$ cat src/rtl/lane_seq_pkg.sv
package lane_seq_pkg;

  localparam int MULT_W = 8;

  // Multiplier choices, per reference clock and speed
  localparam logic [MULT_W-1:0] MUL_R125_BASE = 8'd40;
  localparam logic [MULT_W-1:0] MUL_R125_FAST = 8'd50;
  localparam logic [MULT_W-1:0] MUL_RALT_BASE = 8'd100;
  localparam logic [MULT_W-1:0] MUL_RALT_FAST = 8'd125;

  localparam logic [1:0] RATE_FULL = 2'd0;
  localparam logic [1:0] RATE_HALF = 2'd1;
  localparam logic [1:0] RATE_QRTR = 2'd2;

  typedef enum logic [2:0] {
    FAIL_NONE  = 3'd0,
    FAIL_PLL   = 3'd1,
    FAIL_TXCM  = 3'd2,
    FAIL_RXPLL = 3'd3,
    FAIL_TXST  = 3'd4
  } fail_code_e;

  typedef struct packed {
    logic              sel10;
    logic              div2;
    logic [1:0]        rate;
    logic [MULT_W-1:0] mult;
  } rate_set_t;

  typedef struct packed {
    logic       phy_rst;
    logic       tx_rst;
    logic [1:0] tx_rate;
    logic       tx_inv;
    logic       tx_en;
    logic       tx_data_en;
    logic       txcm_en;
    logic       sel10;
    logic       rx_term;
    logic       rx_rst;
    logic [1:0] rx_rate;
    logic       rxpll_en;
    logic       rx_inv;
    logic       rx_data_en;
    logic       loopbk;
  } lane_ctl_t;

  localparam lane_ctl_t CTL_RST = '{phy_rst: 1'b1, tx_rst: 1'b1, rx_rst: 1'b1, default: '0};

  typedef enum logic [2:0] {
    S_IDLE,
    S_LOAD,
    S_REFON,
    S_W_REF,
    S_W_PHY,
    S_W_PLL,
    S_W_CM,
    S_W_LANE
  } seq_state_e;

endpackage

$ cat src/rtl/lane_rate_lut.sv
module lane_rate_lut
  import lane_seq_pkg::*;
(
  input  logic      sgmii_i,
  input  logic      ref125_i,
  input  logic      fast_i,
  output rate_set_t set_o
);

  always_comb begin
    set_o      = '0;
    set_o.div2 = ref125_i;
    if (!sgmii_i) begin
      set_o.sel10 = 1'b0;
      set_o.rate  = RATE_FULL;
      set_o.mult  = ref125_i ? MUL_R125_BASE : MUL_RALT_BASE;
    end else begin
      set_o.sel10 = 1'b1;
      set_o.rate  = fast_i ? RATE_HALF : RATE_QRTR;
      if (ref125_i) set_o.mult = fast_i ? MUL_R125_FAST : MUL_R125_BASE;
      else          set_o.mult = fast_i ? MUL_RALT_FAST : MUL_RALT_BASE;
    end
  end

endmodule

$ cat src/rtl/lane_cfg_pack.sv
module lane_cfg_pack
  import lane_seq_pkg::*;
#(
  parameter int CFG_W = 32
) (
  input  lane_ctl_t        ctl_i,
  output logic [CFG_W-1:0] word_o
);

  // Field positions decoded by the lane
  localparam int B_PHY_RST  = 27;
  localparam int B_TX_RST   = 18;
  localparam int B_TX_RATE  = 16;
  localparam int B_TX_INV   = 15;
  localparam int B_TX_EN    = 14;
  localparam int B_TX_DATA  = 12;
  localparam int B_TXCM     = 11;
  localparam int B_SEL10    = 10;
  localparam int B_RX_TERM  = 9;
  localparam int B_RX_RST   = 8;
  localparam int B_RX_RATE  = 6;
  localparam int B_RXPLL    = 5;
  localparam int B_RX_INV   = 3;
  localparam int B_RX_DATA  = 2;
  localparam int B_LOOPBK   = 0;

  always_comb begin
    word_o                        = '0;
    word_o[B_PHY_RST]             = ctl_i.phy_rst;
    word_o[B_TX_RST]              = ctl_i.tx_rst;
    word_o[B_TX_RATE+1:B_TX_RATE] = ctl_i.tx_rate;
    word_o[B_TX_INV]              = ctl_i.tx_inv;
    word_o[B_TX_EN]               = ctl_i.tx_en;
    word_o[B_TX_DATA]             = ctl_i.tx_data_en;
    word_o[B_TXCM]                = ctl_i.txcm_en;
    word_o[B_SEL10]               = ctl_i.sel10;
    word_o[B_RX_TERM]             = ctl_i.rx_term;
    word_o[B_RX_RST]              = ctl_i.rx_rst;
    word_o[B_RX_RATE+1:B_RX_RATE] = ctl_i.rx_rate;
    word_o[B_RXPLL]               = ctl_i.rxpll_en;
    word_o[B_RX_INV]              = ctl_i.rx_inv;
    word_o[B_RX_DATA]             = ctl_i.rx_data_en;
    word_o[B_LOOPBK]              = ctl_i.loopbk;
  end

endmodule

$ cat src/rtl/lane_ms_timer.sv
module lane_ms_timer #(
  parameter int TICKS_PER_MS = 125000,
  parameter int MAX_MS       = 7,
  localparam int MS_W        = $clog2(MAX_MS + 1),
  localparam int CNT_W       = $clog2(MAX_MS * TICKS_PER_MS + 1)
) (
  input  logic            clk,
  input  logic            rst,
  input  logic            load_i,
  input  logic [MS_W-1:0] ms_i,
  output logic            zero_o
);

  localparam logic [CNT_W-1:0] TICKS_C = CNT_W'(TICKS_PER_MS);

  logic [CNT_W-1:0] cnt_q;

  always_ff @(posedge clk) begin
    if (rst) begin
      cnt_q <= '0;
    end else if (load_i) begin
      cnt_q <= CNT_W'(ms_i) * TICKS_C;
    end else if (cnt_q != '0) begin
      cnt_q <= cnt_q - 1'b1;
    end
  end

  assign zero_o = (cnt_q == '0);

endmodule

$ cat src/rtl/lane_bringup_seq.sv
module lane_bringup_seq
  import lane_seq_pkg::*;
#(
  parameter int CLK_HZ       = 125_000_000,
  parameter int TICKS_PER_MS = CLK_HZ / 1000,
  parameter int MS_STEP      = 1,
  parameter int MS_PLL       = 7,
  parameter int STAT_W       = 2,
  parameter int CFG_W        = 32
) (
  input  logic              clk,
  input  logic              rst,
  input  logic              start_i,
  input  logic              sgmii_i,
  input  logic              ref125_i,
  input  logic              fast_i,
  input  logic              tx_inv_i,
  input  logic              rx_inv_i,
  input  logic              loopbk_i,
  input  logic [STAT_W-1:0] pll_stat_i,
  input  logic [STAT_W-1:0] txcm_stat_i,
  input  logic [STAT_W-1:0] rxpll_stat_i,
  input  logic [STAT_W-1:0] txst_stat_i,
  output logic [CFG_W-1:0]  lane_cfg_o,
  output logic [7:0]        pll_mult_o,
  output logic              ref_div2_o,
  output logic              ref_clk_en_o,
  output logic              pll_en_o,
  output logic              busy_o,
  output logic              done_o,
  output logic              err_o,
  output logic [2:0]        err_code_o
);

  localparam int MAX_MS = (MS_PLL > MS_STEP) ? MS_PLL : MS_STEP;
  localparam int MS_W   = $clog2(MAX_MS + 1);
  localparam logic [STAT_W-1:0] STAT_OK = STAT_W'(1);

  seq_state_e        state_q;
  lane_ctl_t         ctl_q;
  rate_set_t         rset;
  fail_code_e        code_q;
  logic [MULT_W-1:0] mult_q;
  logic              div2_q, refen_q, pllen_q, busy_q, done_q, err_q;
  logic              lat_sgmii, lat_ref, lat_fast, lat_txi, lat_rxi, lat_lb;
  logic              tmr_load, tmr_zero;
  logic [MS_W-1:0]   tmr_ms;

  lane_rate_lut u_lut (
    .sgmii_i  (lat_sgmii),
    .ref125_i (lat_ref),
    .fast_i   (lat_fast),
    .set_o    (rset)
  );

  lane_ms_timer #(
    .TICKS_PER_MS (TICKS_PER_MS),
    .MAX_MS       (MAX_MS)
  ) u_tmr (
    .clk    (clk),
    .rst    (rst),
    .load_i (tmr_load),
    .ms_i   (tmr_ms),
    .zero_o (tmr_zero)
  );

  lane_cfg_pack #(.CFG_W(CFG_W)) u_pack (
    .ctl_i  (ctl_q),
    .word_o (lane_cfg_o)
  );

  // Timer reload: entering each timed step
  always_comb begin
    tmr_load = 1'b0;
    tmr_ms   = MS_W'(MS_STEP);
    unique case (state_q)
      S_REFON:  tmr_load = 1'b1;
      S_W_REF:  tmr_load = tmr_zero;
      S_W_PHY: begin
        tmr_load = tmr_zero;
        tmr_ms   = MS_W'(MS_PLL);
      end
      S_W_PLL:  tmr_load = tmr_zero;
      S_W_CM:   tmr_load = tmr_zero;
      default:  tmr_load = 1'b0;
    endcase
  end

  always_ff @(posedge clk) begin
    if (rst) begin
      state_q   <= S_IDLE;
      ctl_q     <= CTL_RST;
      mult_q    <= '0;
      div2_q    <= 1'b0;
      refen_q   <= 1'b0;
      pllen_q   <= 1'b0;
      busy_q    <= 1'b0;
      done_q    <= 1'b0;
      err_q     <= 1'b0;
      code_q    <= FAIL_NONE;
      lat_sgmii <= 1'b0;
      lat_ref   <= 1'b0;
      lat_fast  <= 1'b0;
      lat_txi   <= 1'b0;
      lat_rxi   <= 1'b0;
      lat_lb    <= 1'b0;
    end else begin
      done_q <= 1'b0;
      err_q  <= 1'b0;
      unique case (state_q)
        S_IDLE: begin
          if (start_i) begin
            lat_sgmii <= sgmii_i;
            lat_ref   <= ref125_i;
            lat_fast  <= fast_i;
            lat_txi   <= tx_inv_i;
            lat_rxi   <= rx_inv_i;
            lat_lb    <= loopbk_i;
            ctl_q     <= CTL_RST;
            refen_q   <= 1'b0;
            pllen_q   <= 1'b0;
            busy_q    <= 1'b1;
            code_q    <= FAIL_NONE;
            state_q   <= S_LOAD;
          end
        end
        S_LOAD: begin
          ctl_q.sel10   <= rset.sel10;
          ctl_q.tx_rate <= rset.rate;
          ctl_q.rx_rate <= rset.rate;
          ctl_q.tx_inv  <= lat_txi;
          ctl_q.rx_inv  <= lat_rxi;
          ctl_q.loopbk  <= lat_lb;
          ctl_q.tx_rst  <= 1'b0;
          ctl_q.rx_rst  <= 1'b0;
          ctl_q.rx_term <= 1'b0;
          mult_q        <= rset.mult;
          div2_q        <= rset.div2;
          state_q       <= S_REFON;
        end
        S_REFON: begin
          refen_q <= 1'b1;
          state_q <= S_W_REF;
        end
        S_W_REF: begin
          if (tmr_zero) begin
            ctl_q.phy_rst <= 1'b0;
            state_q       <= S_W_PHY;
          end
        end
        S_W_PHY: begin
          if (tmr_zero) begin
            pllen_q <= 1'b1;
            state_q <= S_W_PLL;
          end
        end
        S_W_PLL: begin
          if (tmr_zero) begin
            if (pll_stat_i != STAT_OK) begin
              code_q  <= FAIL_PLL;
              err_q   <= 1'b1;
              busy_q  <= 1'b0;
              state_q <= S_IDLE;
            end else begin
              ctl_q.txcm_en <= 1'b1;
              state_q       <= S_W_CM;
            end
          end
        end
        S_W_CM: begin
          if (tmr_zero) begin
            if (txcm_stat_i != STAT_OK) begin
              code_q  <= FAIL_TXCM;
              err_q   <= 1'b1;
              busy_q  <= 1'b0;
              state_q <= S_IDLE;
            end else begin
              ctl_q.rxpll_en <= 1'b1;
              ctl_q.tx_en    <= 1'b1;
              state_q        <= S_W_LANE;
            end
          end
        end
        S_W_LANE: begin
          if (tmr_zero) begin
            busy_q  <= 1'b0;
            state_q <= S_IDLE;
            if (rxpll_stat_i != STAT_OK) begin
              code_q <= FAIL_RXPLL;
              err_q  <= 1'b1;
            end else if (txst_stat_i != STAT_OK) begin
              code_q <= FAIL_TXST;
              err_q  <= 1'b1;
            end else begin
              ctl_q.tx_data_en <= 1'b1;
              ctl_q.rx_data_en <= 1'b1;
              done_q           <= 1'b1;
            end
          end
        end
        default: state_q <= S_IDLE;
      endcase
    end
  end

  assign pll_mult_o   = mult_q;
  assign ref_div2_o   = div2_q;
  assign ref_clk_en_o = refen_q;
  assign pll_en_o     = pllen_q;
  assign busy_o       = busy_q;
  assign done_o       = done_q;
  assign err_o        = err_q;
  assign err_code_o   = code_q;

endmodule

$ cat config.mk
export PLATFORM = sky130hd
export DESIGN_NAME = lane_bringup_seq
export DESIGN_NICKNAME = d
export VERILOG_FILES = /design/src/rtl/lane_seq_pkg.sv /design/src/rtl/lane_rate_lut.sv /design/src/rtl/lane_cfg_pack.sv /design/src/rtl/lane_ms_timer.sv /design/src/rtl/lane_bringup_seq.sv
export SDC_FILE = /design/constraint.sdc
export NUM_CORES = 1
export LEC_CHECK = 0
export CAP_MARGIN = 20
export CORE_MARGIN = 2
export CORE_UTILIZATION = 50
export CTS_CLUSTER_SIZE = 14
export DETAILED_ROUTE_END_ITERATION = 16
export PLACE_DENSITY = 0.84
export SETUP_SLACK_MARGIN = 0.3
export SYNTH_ARGS = -nofsm -noshare
export SYNTH_HDL_FRONTEND = slang
export SYNTH_SLANG_ARGS = --single-unit
$ cat constraint.sdc
create_clock -name clk -period 2.5 [get_ports clk]
set_input_delay 0.25 -clock clk [delete_from_list [all_inputs] [get_ports clk]]
set_output_delay 0.25 -clock clk [all_outputs]
set_load 0.02 [all_outputs]
### Word level (Yosys, flattened, before mapping)

Index checks and enable logic that the tools add are counted.

| storage, ports and cells | value |
|---|---|
| flip-flop bits (word level) | 63 |
| input port bits | 17 |
| output and inout bits | 49 |
| word-level logic and storage cells | 153 |

| operators by class | value |
|---|---|
| $add $sub $neg | 1 |
| multiply operators | 1 |
| equal/unequal tests | 24 |
| multiplexer cells | 67 |
| bitwise logic cells | 2 |
| reductions and logical operators | 26 |

Operators by type and width:

| kind | number |
|---|---|
| two-way mux 3 bit | 17 |
| two-way mux 20 bit | 2 |
| two-way mux 1 bit | 24 |
| inequality test 2 bit (second input constant) | 12 |
| one-hot mux 3 bit (8 select lines) | 1 |
| one-hot mux 1 bit (2 select lines) | 11 |
| zero test 20 bit | 1 |
| nonzero test 20 bit | 1 |
| subtractor 20 x 1 -> 20 bit (second input constant) | 1 |
| multiplier 3 x 14 -> 17 bit (second input constant) | 1 |
| two-way mux 17 bit | 1 |
| nonzero test 2 bit | 8 |
| == test 3 bit (second input constant) | 4 |
| one-hot mux 3 bit (4 select lines) | 1 |
| two-way mux 10 bit | 1 |
| two-way mux 5 bit | 2 |
| one-hot mux 5 bit (2 select lines) | 1 |
| two-way mux 8 bit | 1 |
| inequality test 2 x 1 -> 1 bit (second input constant) | 4 |
| one-hot mux 4 bit (2 select lines) | 1 |
| AND reduction 4 bit | 2 |
| AND reduction 8 bit | 1 |
| OR reduction 4 bit | 2 |
| two-way mux 7 bit | 1 |
| 15 further kinds | 20 |

### Logic depth before layout (Yosys ltp)

Gate-level depths: netlist (run 1).

| depth | value |
|---|---|
| depth in word-level cells | 5 |
| mapped depth | 8 |
| depth with buffers taken out | 7 |

### Cells and area by module

A second synthesis (run 1) with hierarchy kept.

| second synthesis, totals | value |
|---|---|
| cell total of the unflattened synthesis | 380 |
| area, all modules | 3176.8 sq um |

Modules (own cells, without submodules):

| module | times used | cells an instance | area each (sq um) | seq. area each (sq um) |
|---|---|---|---|---|
| lane_bringup_seq | 1 | 189 | 1555.2 | 740.7 |
| lane_ms_timer | 1 | 141 | 1256.2 | 400.4 |
| lane_cfg_pack | 1 | 33 | 244.0 | 0.0 |
| lane_rate_lut | 1 | 17 | 121.4 | 0.0 |

### Worst setup path before layout (run 1)

Ideal clock, no wire load.

| timing | value |
|---|---|
| kind | register to register |
| start point | reg u_tmr.cnt_q[0] |
| end point | reg u_tmr.cnt_q[1] |
| library setup time | 0.118 ns |
| arrival time | 2.115 ns |
| required time | 2.382 ns |
| setup slack | 0.267 ns |
| stages on the path, launching flop included | 8 |
| path buffers | 0 |
| clock period less this slack | 2.233 ns |
| cells stage by stage | dfxtp_1 inv_1 ha_1 or4b_1 or4_4 o31a_1 o31a_1 o2111a_1 |

| between the ends | value |
|---|---|
| longest elaborated chain between the ends | 3 |
| elaborated cells on any way between the ends | 5 |
| those cells by class | add/sub (1); mux (1); reduce/logical (3) |

Ends and longest elaborated chain:

| element | line | text |
|---|---|---|
| from (decl) | lane_ms_timer.sv:16 | `logic [CNT_W-1:0] cnt_q;` |
| from (signal assigned) | lane_ms_timer.sv:22 | `cnt_q <= CNT_W'(ms_i) * TICKS_C;` |
| from (signal assigned) | lane_ms_timer.sv:24 | `cnt_q <= cnt_q - 1'b1;` |
| parallel branches: the longest is 3 deep, another holds subtractor 20 x 1 -> 20 bit | n/a |  |

Parallel ways; which one is timed is not known.
A chain may end at the register's enable or synchronous reset.

### Worst setup path in the final report (run 1)

| timing | value |
|---|---|
| start point | reg u_tmr.cnt_q[1] |
| end point | reg u_tmr.cnt_q[1] |

The elaborated chain is that of the path after synthesis.

==> impl.org, run 1 <==
** Pwr
- The analysis attributes to cell leakage a power of roughly 1.3 nW.
- Peak supply drop :: 543 µV
- Pwr dens :: roughly 1200 nW/µm²

** Placed design
- Routability-driven placement finished with a final weighted congestion of 0.854.
- The wire-length estimate of the detail-placed layout is 4.79 mm.
- Buffers placed on the I/O ports in this run total 48.

** Floorplanning
- Width of the chip :: slightly below 80 µm
- Top-level I/O count :: 66
- Number of rows in the core area :: 26
- The die covers 6110 µm².
- The die is 78.1 µm tall.
- Std-Cell Core Area :: between 5000 and 6000 µm²
- Once the floorplan was initialized, standard cells occupied 52.8% of the core.

** Cells and area
- From synthesis to final layout, the design area changed by 30.4%.
- Antenna cells :: 0
- Number of nets in the layout :: 410
- For this run, the share of the core covered by cells in the final layout is slightly below 70%.
- Fraction of final layout cells sized beyond drive strength 1 :: between 10% and 20%

** Timing
- Final clock period utilization by the worst path :: 92.5%
- Slew Limit Headroom :: 57.7%
- Timing would allow up to 0.432 GHz.
- Subtracting the final worst setup slack from the clock period gives 2.31 ns.
- The final hold violation count came to 0.
- The number of max-slew violations in the final report came to 0.
- Summed negative setup slack over all endpoints :: 0 ns
- For the final database, setup skew stands at 0.00912 ns.
- Final setup viols :: 0
- Unrepaired setup endpoints after global routing :: true
- Worst Tran Pin Value :: between 0.6 and 0.7 ns

** Clocking
- Clk_lat worst skew :: approximately 0.32 ns
- After clock tree synthesis, the clock-pin slew on the worst setup and hold paths is 0.11 ns.
- The H-tree was split into 2 levels.
- Number of CTS-inserted buffers :: 5
- The clock net in this run drives a total of 55 sinks.
- After clock tree synthesis, the flow added hold-fix buffers numbering 0.
- The cell sitting at the root of the clock tree is a sky130_fd_sc_hd__clkbuf_8.
- Counting along the longest clock path gives a buffer depth of 2.
- TritonCTS built the clock tree.

** Synthesis
- Largest area contributor in the netlist :: sky130_fd_sc_hd__dfxtp_1
- EDFF count, synth :: 0
- Synthesis inferred 55 register bits.
- Total standard cell area after synthesis :: between 2000 and 3000 µm²
- Synthesis Warnings :: 0
- Top cells by area in the synthesized netlist :: sky130_fd_sc_hd__dfxtp_1, sky130_fd_sc_hd__nand2_1, sky130_fd_sc_hd__buf_4
- The average instance in the mapped netlist occupies 8.25 µm².
- In the synthesized netlist, the number of instances is 333.
- Asr flop ratio synth :: 0%
- Area share of the largest cell type after synthesis :: 40.1%
- For this run, the register share of the synthesized area comes to 40.1%.
- The netlist uses 57 different library cells.
- In the synthesized netlist the dominant register cell turns out to be sky130_fd_sc_hd__dfxtp_1.

** Flow run
- Across the run, the number of max-cap violations was 0.

** Drt
- After detailed routing, the number of vias per cell comes to between 5 and 6.
- Vias :: 2,594
- The detail route stage leaves a number of antenna-violating nets equal to 0.
- Wires add up to 6.98 mm.
- In the final routed layout, each cell accounts on average for 15.2 µm.
- For this block, the initial DRC count from the detailed router was 220.
- DRC violation count after routing :: 0
- For this run, the detailed router's first-pass iteration total came to 4.

** Global route
- Global routing used 22.9% of the available tracks.
- Overflow left after global routing :: 0
- The first global-routing pass estimated 11.5 mm of wire.
- The number of antenna violations at the first check in global routing is 0.
- GR met1 Demand/Resource :: ~30%
- For this run, global-route usage on met3 was measured as 3.68%.
- Largest net degree at the start of global routing :: 53
- Peak-usage layer in the global routing report :: met2
- Via count of the first global-routing pass :: approximately 2,400
- For met2 alone, demand over resource in global routing was 39.5%.

** Critical path
- Data on the critical path is required at its endpoint by 2.71 ns.
- Data arrival time of the critical path :: 2.52 ns
- Worst setup path category :: flip-flop to flip-flop
- Kind of start point of the critical path :: flip-flop
- In this run the worst path has a maximum fanout of 6.
- STA classifies the critical path endpoint as a flip-flop.

** Outcome
- Status :: completed

** Min path
- The min-delay analysis places its worst path in the category flip-flop to flip-flop.
## sequential cells by signal (all words and copies together) (netlist names), 3 cells and up
register     cells
u_tmr.cnt_q     20
ctl_q           11
pll_mult_o       6
err_code_o       3
state_q          3
## critical path, cell delays in order, from the launching register on
cell and delay (ns):
sky130_fd_sc_hd__dfxtp_4 0.38, sky130_fd_sc_hd__inv_4 0.06, sky130_fd_sc_hd__ha_4 0.12, sky130_fd_sc_hd__or4b_4 0.47, sky130_fd_sc_hd__or4_4 0.48, sky130_fd_sc_hd__o31a_1 0.31, sky130_fd_sc_hd__o31a_1 0.21, sky130_fd_sc_hd__o2111a_1 0.18
## routing by layer
| metal | part of all wire [%] | routed length [µm] | vias up |
|---|---|---|---|
| li1 | - | - | 1247 |
| met1 | 42 | 2930 | 1221 |
| met2 | 51 | 3550 | 110 |
| met3 | 5.3 | 368 | 16 |
| met4 | 2.0 | 142 | 0 |
| met5 | 0 | 0 | - |
## where the power goes
group / internal, mW / switching [mW] / total [mW]
clock: 0.207 / 0.325 / 0.531
combinational: 1.08 / 1.31 / 2.39
sequential: 1.08 / 0.192 / 1.28
## synthesized netlist by cell type, drive strengths merged (5+ instances only)
library cell / instances
a21oi: 32
a31oi: 5
buf: 27
clkbuf: 14
dfxtp: 55
inv: 8
nand2: 51
nand3: 7
nor2: 20
nor3: 18
nor4: 10
o21ai: 6
or4: 6
xnor2: 9
## final cells by class
type,instances,area (µm²)
sequential,55,1120
inverter,8,32.5
clock inverter,3,27.5
tap,70,87.6
multi-input combinational,245,1560
clock buffer,5,68.8
timing repair buffer,74,683
fill,417,1620
## cell families after synthesis
logic type      after synthesis  synth area share, %
fa+ha+maj                     4                 1.82
xor+xnor                     11                 3.51
other cells                   1                0.136
buf+inv                      49                 10.0
compound gates               70                 16.1
simple gates                139                 26.9
mux                           4                 1.46
flops                        55                 40.1
## path summary, 6_finish.rpt
check	slack [ns]	startpoint	cells after the start	to
setup / recovery	0.19	u_tmr.cnt_q[1]	7	u_tmr.cnt_q[1]
hold / removal	0.46	pll_mult_o[1]	2	pll_mult_o[1]
setup reg to reg	0.19	u_tmr.cnt_q[1]	7	u_tmr.cnt_q[1]
hold reg to reg	0.46	pll_mult_o[1]	2	pll_mult_o[1]
## cells in the final DEF, fill, tap and decap left out, types with 3 or more instances in the layout
| master | instances |
|---|---|
| sky130_fd_sc_hd__nand2_1 | 50 |
| sky130_fd_sc_hd__dfxtp_1 | 48 |
| sky130_fd_sc_hd__clkdlybuf4s50_1 | 48 |
| sky130_fd_sc_hd__a21oi_1 | 26 |
| sky130_fd_sc_hd__buf_4 | 24 |
| sky130_fd_sc_hd__nor2_1 | 19 |
| sky130_fd_sc_hd__conb_1 | 17 |
| sky130_fd_sc_hd__nor3_1 | 13 |
| sky130_fd_sc_hd__xnor2_1 | 9 |
| sky130_fd_sc_hd__nand3_1 | 7 |
| sky130_fd_sc_hd__nor4_1 | 7 |
| sky130_fd_sc_hd__inv_1 | 6 |
| sky130_fd_sc_hd__a21oi_2 | 6 |
| sky130_fd_sc_hd__o21ai_0 | 6 |
| sky130_fd_sc_hd__a31oi_1 | 5 |
| sky130_fd_sc_hd__clkbuf_8 | 5 |
| sky130_fd_sc_hd__or4_4 | 4 |
| sky130_fd_sc_hd__mux2i_1 | 4 |
| sky130_fd_sc_hd__nor2b_1 | 4 |
| sky130_fd_sc_hd__a22oi_1 | 4 |
| sky130_fd_sc_hd__nor3_2 | 4 |
| sky130_fd_sc_hd__dfxtp_4 | 4 |
| sky130_fd_sc_hd__nand2b_1 | 3 |
| sky130_fd_sc_hd__or3_1 | 3 |
| sky130_fd_sc_hd__ha_1 | 3 |
| sky130_fd_sc_hd__dfxtp_2 | 3 |
## through the flow
stage / total power [mW] / setup WS (ns) / area (µm²) / hold slack [ns] / instances
3_5_place_dp: 3.20 / 0.149 / 3240 / 0.446 / 440
4_1_cts: 3.95 / 0.222 / 3460 / 0.461 / 456
2_1_floorplan: 2.64 / 0.313 / 2810 / 0.386 / 349
6_report: 4.20 / 0.186 / 3580 / 0.460 / 460
5_1_grt: 4.46 / 0.130 / 3580 / 0.466 / 460
3_3_place_gp: 3.14 / 0.221 / 3240 / 0.443 / 440
## timing repair
item	in CTS	in global routing
endpoints found under the setup margin	24	26
pin swaps	10	4
gates resized for setup	21	24
buffers inserted	8	4
Power figures use the tool's default switching activity.
==> run 2: changes to the inputs <==
SKIP_CTS_REPAIR_TIMING = 1   (was unset)
==> impl.org, run 2 (same netlist as run 1, synthesis figures left out) <==
** Critical path
- Counting both buffers and inverters, the worst setup path holds a total of 1.
- Kind of start point of the critical path :: flip-flop
- List of cells traversed by the critical path :: inv_2, ha_4, or4b_4, nor4_4, nand2_2, or4_4, o22ai_2
- Reg2reg setup slack :: 0.14 ns
- Data arrival time of the critical path :: 2.60 ns
- The critical path ends at u_tmr.cnt_q[19].
- Of all nets on the critical path, the largest fanout is 8.
- The largest individual stage delay along the critical path comes from the cell sky130_fd_sc_hd__or4_4.
- Worst r2r dst :: u_tmr.cnt_q[19]
- Worst R2R Start :: u_tmr.cnt_q[0]
- Worst setup path category :: flip-flop to flip-flop
- R2R cell count :: 7
- Kind of capture point of the worst setup path :: flip-flop
- Critical path's top delay family :: simple AND/OR/NAND/NOR gates
- Required time of the critical path :: 2.74 ns
- In this run the worst setup path begins at u_tmr.cnt_q[0].
- The critical path runs through a total of 7 cells.
- Critical Path Max Stage Delay :: 0.58 ns

** Floorplanning
- Full die area :: 6110 µm²
- The initialized floorplan defines 26 standard-cell rows.
- Effective utilization at floorplan :: 52.8%
- Die H :: between 70 and 80 µm
- 66 I/O pins were placed.
- In this run the horizontal extent of the chip is 78.1 µm.
- The core region is 5200 µm².

** Timing
- Setup slack on the critical path of the routed design comes to about 0.14 ns.
- Max frequency :: around 0.42 GHz
- Final Hold Violating Endpoints :: 0
- Unrepaired setup endpoints after global routing :: true
- Between clock sinks in the finished design, the worst skew comes to 0.00866 ns.
- Summed negative setup slack over all endpoints :: 0 ns
- The final critical path takes up 94.2% of the cycle.
- Number of max-slew violations in the final report :: 0
- Slew Limit Headroom :: 61.1%
- For the pin with the worst max-slew slack, the measured transition is approximately 0.58 ns.
- Setup violations remaining at the end of the flow were counted as 0.
- Counting I/O delays and the setup requirement, the final critical path takes 2.36 ns.

** Cells and area
- Non-Filler Instances :: 454
- Max FFs per register :: 20
- Cells with a size suffix above 1 make up approximately 15% of the layout.
- Number of nets in the layout :: 404
- Largest Register :: u_tmr.cnt_q
- Number of fillers in the final layout :: 433
- Antenna cells :: 0
- Leaving out fill and tap cells, the most frequent cells in the layout are sky130_fd_sc_hd__dfxtp_1, sky130_fd_sc_hd__nand2_1, sky130_fd_sc_hd__clkdlybuf4s50_1, sky130_fd_sc_hd__a21oi_1, sky130_fd_sc_hd__buf_4.
- Most common library cell in the layout ignoring fill and taps :: sky130_fd_sc_hd__dfxtp_1
- Cells fill approximately 67% of the core in the end.
- Compared with the post-synthesis result, the final layout area differs by 26.1%.

** Pwr
- Power spread over the standard cell area amounts to 1140 nW/µm².
- Peak supply drop :: ~560 µV
- Static Leakage :: 1.27 nW

** Flow run
- Across the run, the number of max-cap violations was 0.

** Drt
- Drt first pass iters :: 4
- Summed over all layers, the routed wires come to 6.70 mm.
- Number of DRC markers in iteration 0 :: ~190
- Post-route antenna net violation count :: 0
- DRC violation count after routing :: 0
- Summing over every cut layer, the via total after detailed routing is around 2,500.
- Vias/cell :: 5.60
- In the final routed layout, each cell accounts on average for 14.8 µm.

** Global route
- Global-route wire length before repair :: around 11 mm
- Via count of the first global-routing pass :: ~2,400
- Summed over all layers, the global routing overflow is 0.
- Entering global routing, the biggest net connects 53 pins.
- Global routing consumed, over all layers together, between 20 and 25% of the routing resources.
- The number of antenna violations at the first check in global routing came to 0.

** Clocking
- Clk_lat worst skew :: ~0.31 ns
- The number of clock buffers added by TritonCTS is 5.
- Number of levels the H-tree was split into :: 2
- Clock tree from TritonCTS :: yes
- The longest clock path from root to sink contains 2 buffers.
- Clock-pin slew was measured on the worst setup and hold paths at 0.10 ns.
- Total number of clock tree sinks :: 55
- Clock Tree Root :: sky130_fd_sc_hd__clkbuf_8

** Placed design
- Including well taps, the total number of placed cells is 440.
- The congestion estimate from routability-driven global placement came to 0.854.
- Detailed placement finished with a half-perimeter wire length of 4.79 mm.
- OpenSTA, run right after detailed placement, puts the worst setup slack at 0.149 ns.
- Port buffer count :: 48

** Min path
- Class of the worst hold path :: flip-flop to flip-flop

** Outcome
- The flow ran to the end, and the final reports show no timing, DRC or antenna violations.
-- run 2: changes by cell type in the layout (fill, tap and decap cells not counted), sizes merged --
cell and delta:
buf -6
-- run 2: worst register-to-register path: stages (launching register included) --
cell and delay (ns):
sky130_fd_sc_hd__dfxtp_2 0.35, sky130_fd_sc_hd__inv_2 0.08, sky130_fd_sc_hd__ha_4 0.13, sky130_fd_sc_hd__or4b_4 0.49
sky130_fd_sc_hd__nor4_4 0.35, sky130_fd_sc_hd__nand2_2 0.12, sky130_fd_sc_hd__or4_4 0.58, sky130_fd_sc_hd__o22ai_2 0.19
-- run 2: worst min path at each step --
stage / slack [ns] / startpoint / cells after the start / endpoint
2_1_floorplan: 0.39 / loopbk_i / 2 / lat_lb
3_3_place_gp: 0.44 / pll_mult_o[3] / 2 / pll_mult_o[3]
3_5_place_dp: 0.45 / pll_mult_o[1] / 2 / pll_mult_o[1]
4_1_cts: 0.46 / pll_mult_o[1] / 2 / pll_mult_o[1]
5_1_grt: 0.47 / fast_i / 3 / lat_fast
6_report: 0.46 / pll_mult_o[1] / 2 / pll_mult_o[1]
-- run 2: power breakdown --
group          internal, mW  switching, mW
sequential             1.07          0.215
clock                 0.206          0.316
combinational         0.935           1.19
total                  2.21           1.72
-- run 2: layer usage --
metal	GRT usage [%]	up-vias	wire, µm
met1	28.2	1201	2870
met2	37.5	92	3390
met3	4.02	8	356
met4	7.19	0	82
li1	-	1241	-
met5	0	-	0
-- run 2: stage by stage --
stage               cell area, µm²  hold slack, ns  total power, mW
floorplan                     2810           0.386             2.64
global placement              3240           0.443             3.14
detailed placement            3240           0.446             3.20
CTS                           3340           0.461             3.73
global route                  3470           0.466             4.21
finish                        3470           0.460             3.94
-- run 2: layout make-up --
cell class | count | area, µm² | share of cell area [%]
Clock buffer | 5 | 68.8 | 1.99
Clock inverter | 3 | 27.5 | 0.794
Inverter | 8 | 32.5 | 0.939
Multi-Input combinational cell | 245 | 1510 | 43.5
Sequential cell | 55 | 1110 | 32.1
Tap cell | 70 | 87.6 | 2.53
Timing Repair Buffer | 68 | 631 | 18.2
==> run 3: changes to the inputs <==
CORE_UTILIZATION = 45   (was 50)
PLACE_DENSITY = 0.8   (was 0.84)
clock period = 2 ns   (was 2.5 ns; I/O delays follow)
==> impl.org, run 3 (same netlist as run 1, synthesis figures left out) <==
** Flow run
- Across the run, the number of max-cap violations was 0.

** Drt
- Vias/cell :: 5.53
- Number of DRC markers in iteration 0 :: 168
- DRC violation count after routing :: 0
- After detailed routing, the average wire length per cell comes to 14.8 µm.
- The detail route stage leaves a number of antenna-violating nets equal to 0.
- The routed layout has 2,699 vias.
- Wires add up to 7.21 mm.
- Drt first pass iters :: 4

** Clocking
- The H-tree generated during clock tree synthesis spans 2 levels.
- Clock Tree Root :: sky130_fd_sc_hd__clkbuf_8
- The longest clock path from root to sink contains 2 buffers.
- TritonCTS built the clock tree.
- Counting the buffers created by CTS gives 5.
- Register clock-pin slew on the reported worst setup and hold paths :: 0.11 ns
- Clk_lat worst skew :: about 0.32 ns
- CTS saw 55 sinks.

** Placed design
- Post-placement setup slack :: -0.304 ns
- Port buffer count :: 48
- Final estimated routing congestion in global placement :: around 0.94
- HPWL after DPL :: 5.09 mm

** Min path
- The min-delay analysis places its worst path in the category input port to flip-flop.
- HP Start :: loopbk_i
- Worst Hold End :: lat_lb
- Hold path depth :: 3

** Floorplanning
- In this run the core area contains 28 standard-cell rows.
- The die covers 6750 µm².
- Measured along the y axis, the die boundary spans approximately 82 µm.
- Std-Cell Core Area :: 5920 µm²
- 66 I/O pins were placed.
- Once the floorplan was initialized, standard cells occupied between 40 and 50% of the core.
- Width of the chip :: 82.2 µm

** Timing
- Worst Tran Pin Value :: 0.699 ns
- Setup repair after global routing could not meet its margin everywhere.
- Headroom to the max-slew limit came out at 53.4%.
- For the final routed database, the setup TNS stands at -6.52 ns.
- The smallest clock period supported by the final layout is computed as between 2 and 2.5 ns.
- Final setup viols :: 32
- The number of max-slew violations in the final report came to 0.
- In the finished design, the share of the clock period the worst path needs comes to 114%.
- Timing would allow up to 0.437 GHz.
- Max Clock Skew :: between 0.01 and 0.015 ns
- Final Hold Violating Endpoints :: 0
- Setup slack after layout :: -0.288 ns

** Critical path
- R2R cell count :: 7
- Worst setup path category :: flip-flop to flip-flop
- In this run the critical register-to-register path is captured at u_tmr.cnt_q[1].
- Of all nets on the critical path, the largest fanout is 6.
- For the worst setup path, the data required time is 2.21 ns.
- In this run the critical register-to-register path is launched from u_tmr.cnt_q[0].
- Kind of capture point of the worst setup path :: flip-flop
- The setup check on the worst reg-to-reg path leaves a slack of -0.29 ns.
- At the worst endpoint, the arrival time is 2.50 ns.
- Critical path origin :: u_tmr.cnt_q[0]
- Kind of start point of the critical path :: flip-flop

** Global route
- Via count of the first global-routing pass :: between 2,000 and 2,500
- Global-route wire length before repair :: about 11 mm
- The number of antenna violations at the first check in global routing is 0.
- Entering global routing, the biggest net connects 39 pins.
- Overflow left after global routing :: 0
- Global routing usage summed across all routing layers :: 21.0%

** Pwr
- The analysis attributes to cell leakage a power of 1.42 nW.
- For this design the ratio of total power to cell area is 1450 nW/µm².
- The design draws 5.42 mW.
- Peak supply drop :: between 600 and 700 µV

** Outcome
- Violations in the final reports :: setup timing
- The flow ran to the end, but the final reports show violations.

** Cells and area
- Largest Register :: u_tmr.cnt_q
- The register with the most flip-flops in the layout has 20 of them.
- For this run, the post-layout net count is 433.
- Counting the fill cells in the layout gives 501.
- Fraction of final layout cells sized beyond drive strength 1 :: roughly 23%
- Total area of sequential cells :: 1100 µm²
- In the layout the commonest cells are sky130_fd_sc_hd__dfxtp_1, sky130_fd_sc_hd__nand2_1, sky130_fd_sc_hd__clkdlybuf4s50_1, sky130_fd_sc_hd__buf_4, sky130_fd_sc_hd__a21oi_1.
- The library cell used most frequently in the layout, excluding fill and tap cells, is sky130_fd_sc_hd__dfxtp_1.
- Area of the multi-input gates :: around 1600 µm²
- Relative to the synthesized area, the layout overhead comes to 36.0%.
- Final design utilization :: 63.1%
- Antenna cells :: 0
## run 3: area by class of cell
type | instances | area share, %
flip-flops and latches | 55 | 29.6
clock buffers | 5 | 1.84
well taps | 75 | 2.51
clock inverters | 3 | 0.770
inverters | 8 | 0.803
multi-input cells | 245 | 41.7
repair buffers | 97 | 22.8
## run 3: worst max-delay path, cell delays in order, from the launching register on
cell and delay, ns:
sky130_fd_sc_hd__dfxtp_2 0.34, sky130_fd_sc_hd__inv_2 0.07, sky130_fd_sc_hd__ha_4 0.13, sky130_fd_sc_hd__or4b_4 0.50
sky130_fd_sc_hd__or4_4 0.47, sky130_fd_sc_hd__o31a_1 0.30, sky130_fd_sc_hd__o31a_1 0.21, sky130_fd_sc_hd__o2111a_1 0.18
## run 3: per-stage QoR
step	cells	instance area, µm²	hold slack, ns
3_3_place_gp	475	3490	0.443
5_1_grt	488	3740	0.411
2_1_floorplan	349	2850	0.336
4_1_cts	483	3590	0.395
3_5_place_dp	475	3490	0.448
6_report	488	3740	0.410
## run 3: worst max path at each step
stage	endpoint	slack, ns	depth (start not counted)
floorplan	u_tmr.cnt_q[1]	-0.17	7
global placement	u_tmr.cnt_q[1]	-0.24	7
detailed placement	u_tmr.cnt_q[1]	-0.30	7
CTS	u_tmr.cnt_q[1]	-0.32	7
global route	err_code_o[0]	-0.38	8
finish	u_tmr.cnt_q[1]	-0.29	7
## run 3: power breakdown
part | internal (mW) | total (mW) | leakage [nW] | switching [mW]
Combinational | 1.52 | 3.26 | 0.915 | 1.74
Clock | 0.265 | 0.670 | 0.0511 | 0.405
Sequential | 1.33 | 1.50 | 0.450 | 0.166
## run 3: routing by layer
metal | vias to the layer above | GRT usage [%] | routed length, µm | share of wire, %
li1 | 1299 | - | - | -
met1 | 1278 | 28.0 | 3210 | 44
met2 | 106 | 34.1 | 3420 | 47
met5 | - | 0 | 0 | 0
met3 | 16 | 3.91 | 451 | 6.3
met4 | 0 | 7.17 | 131 | 1.8
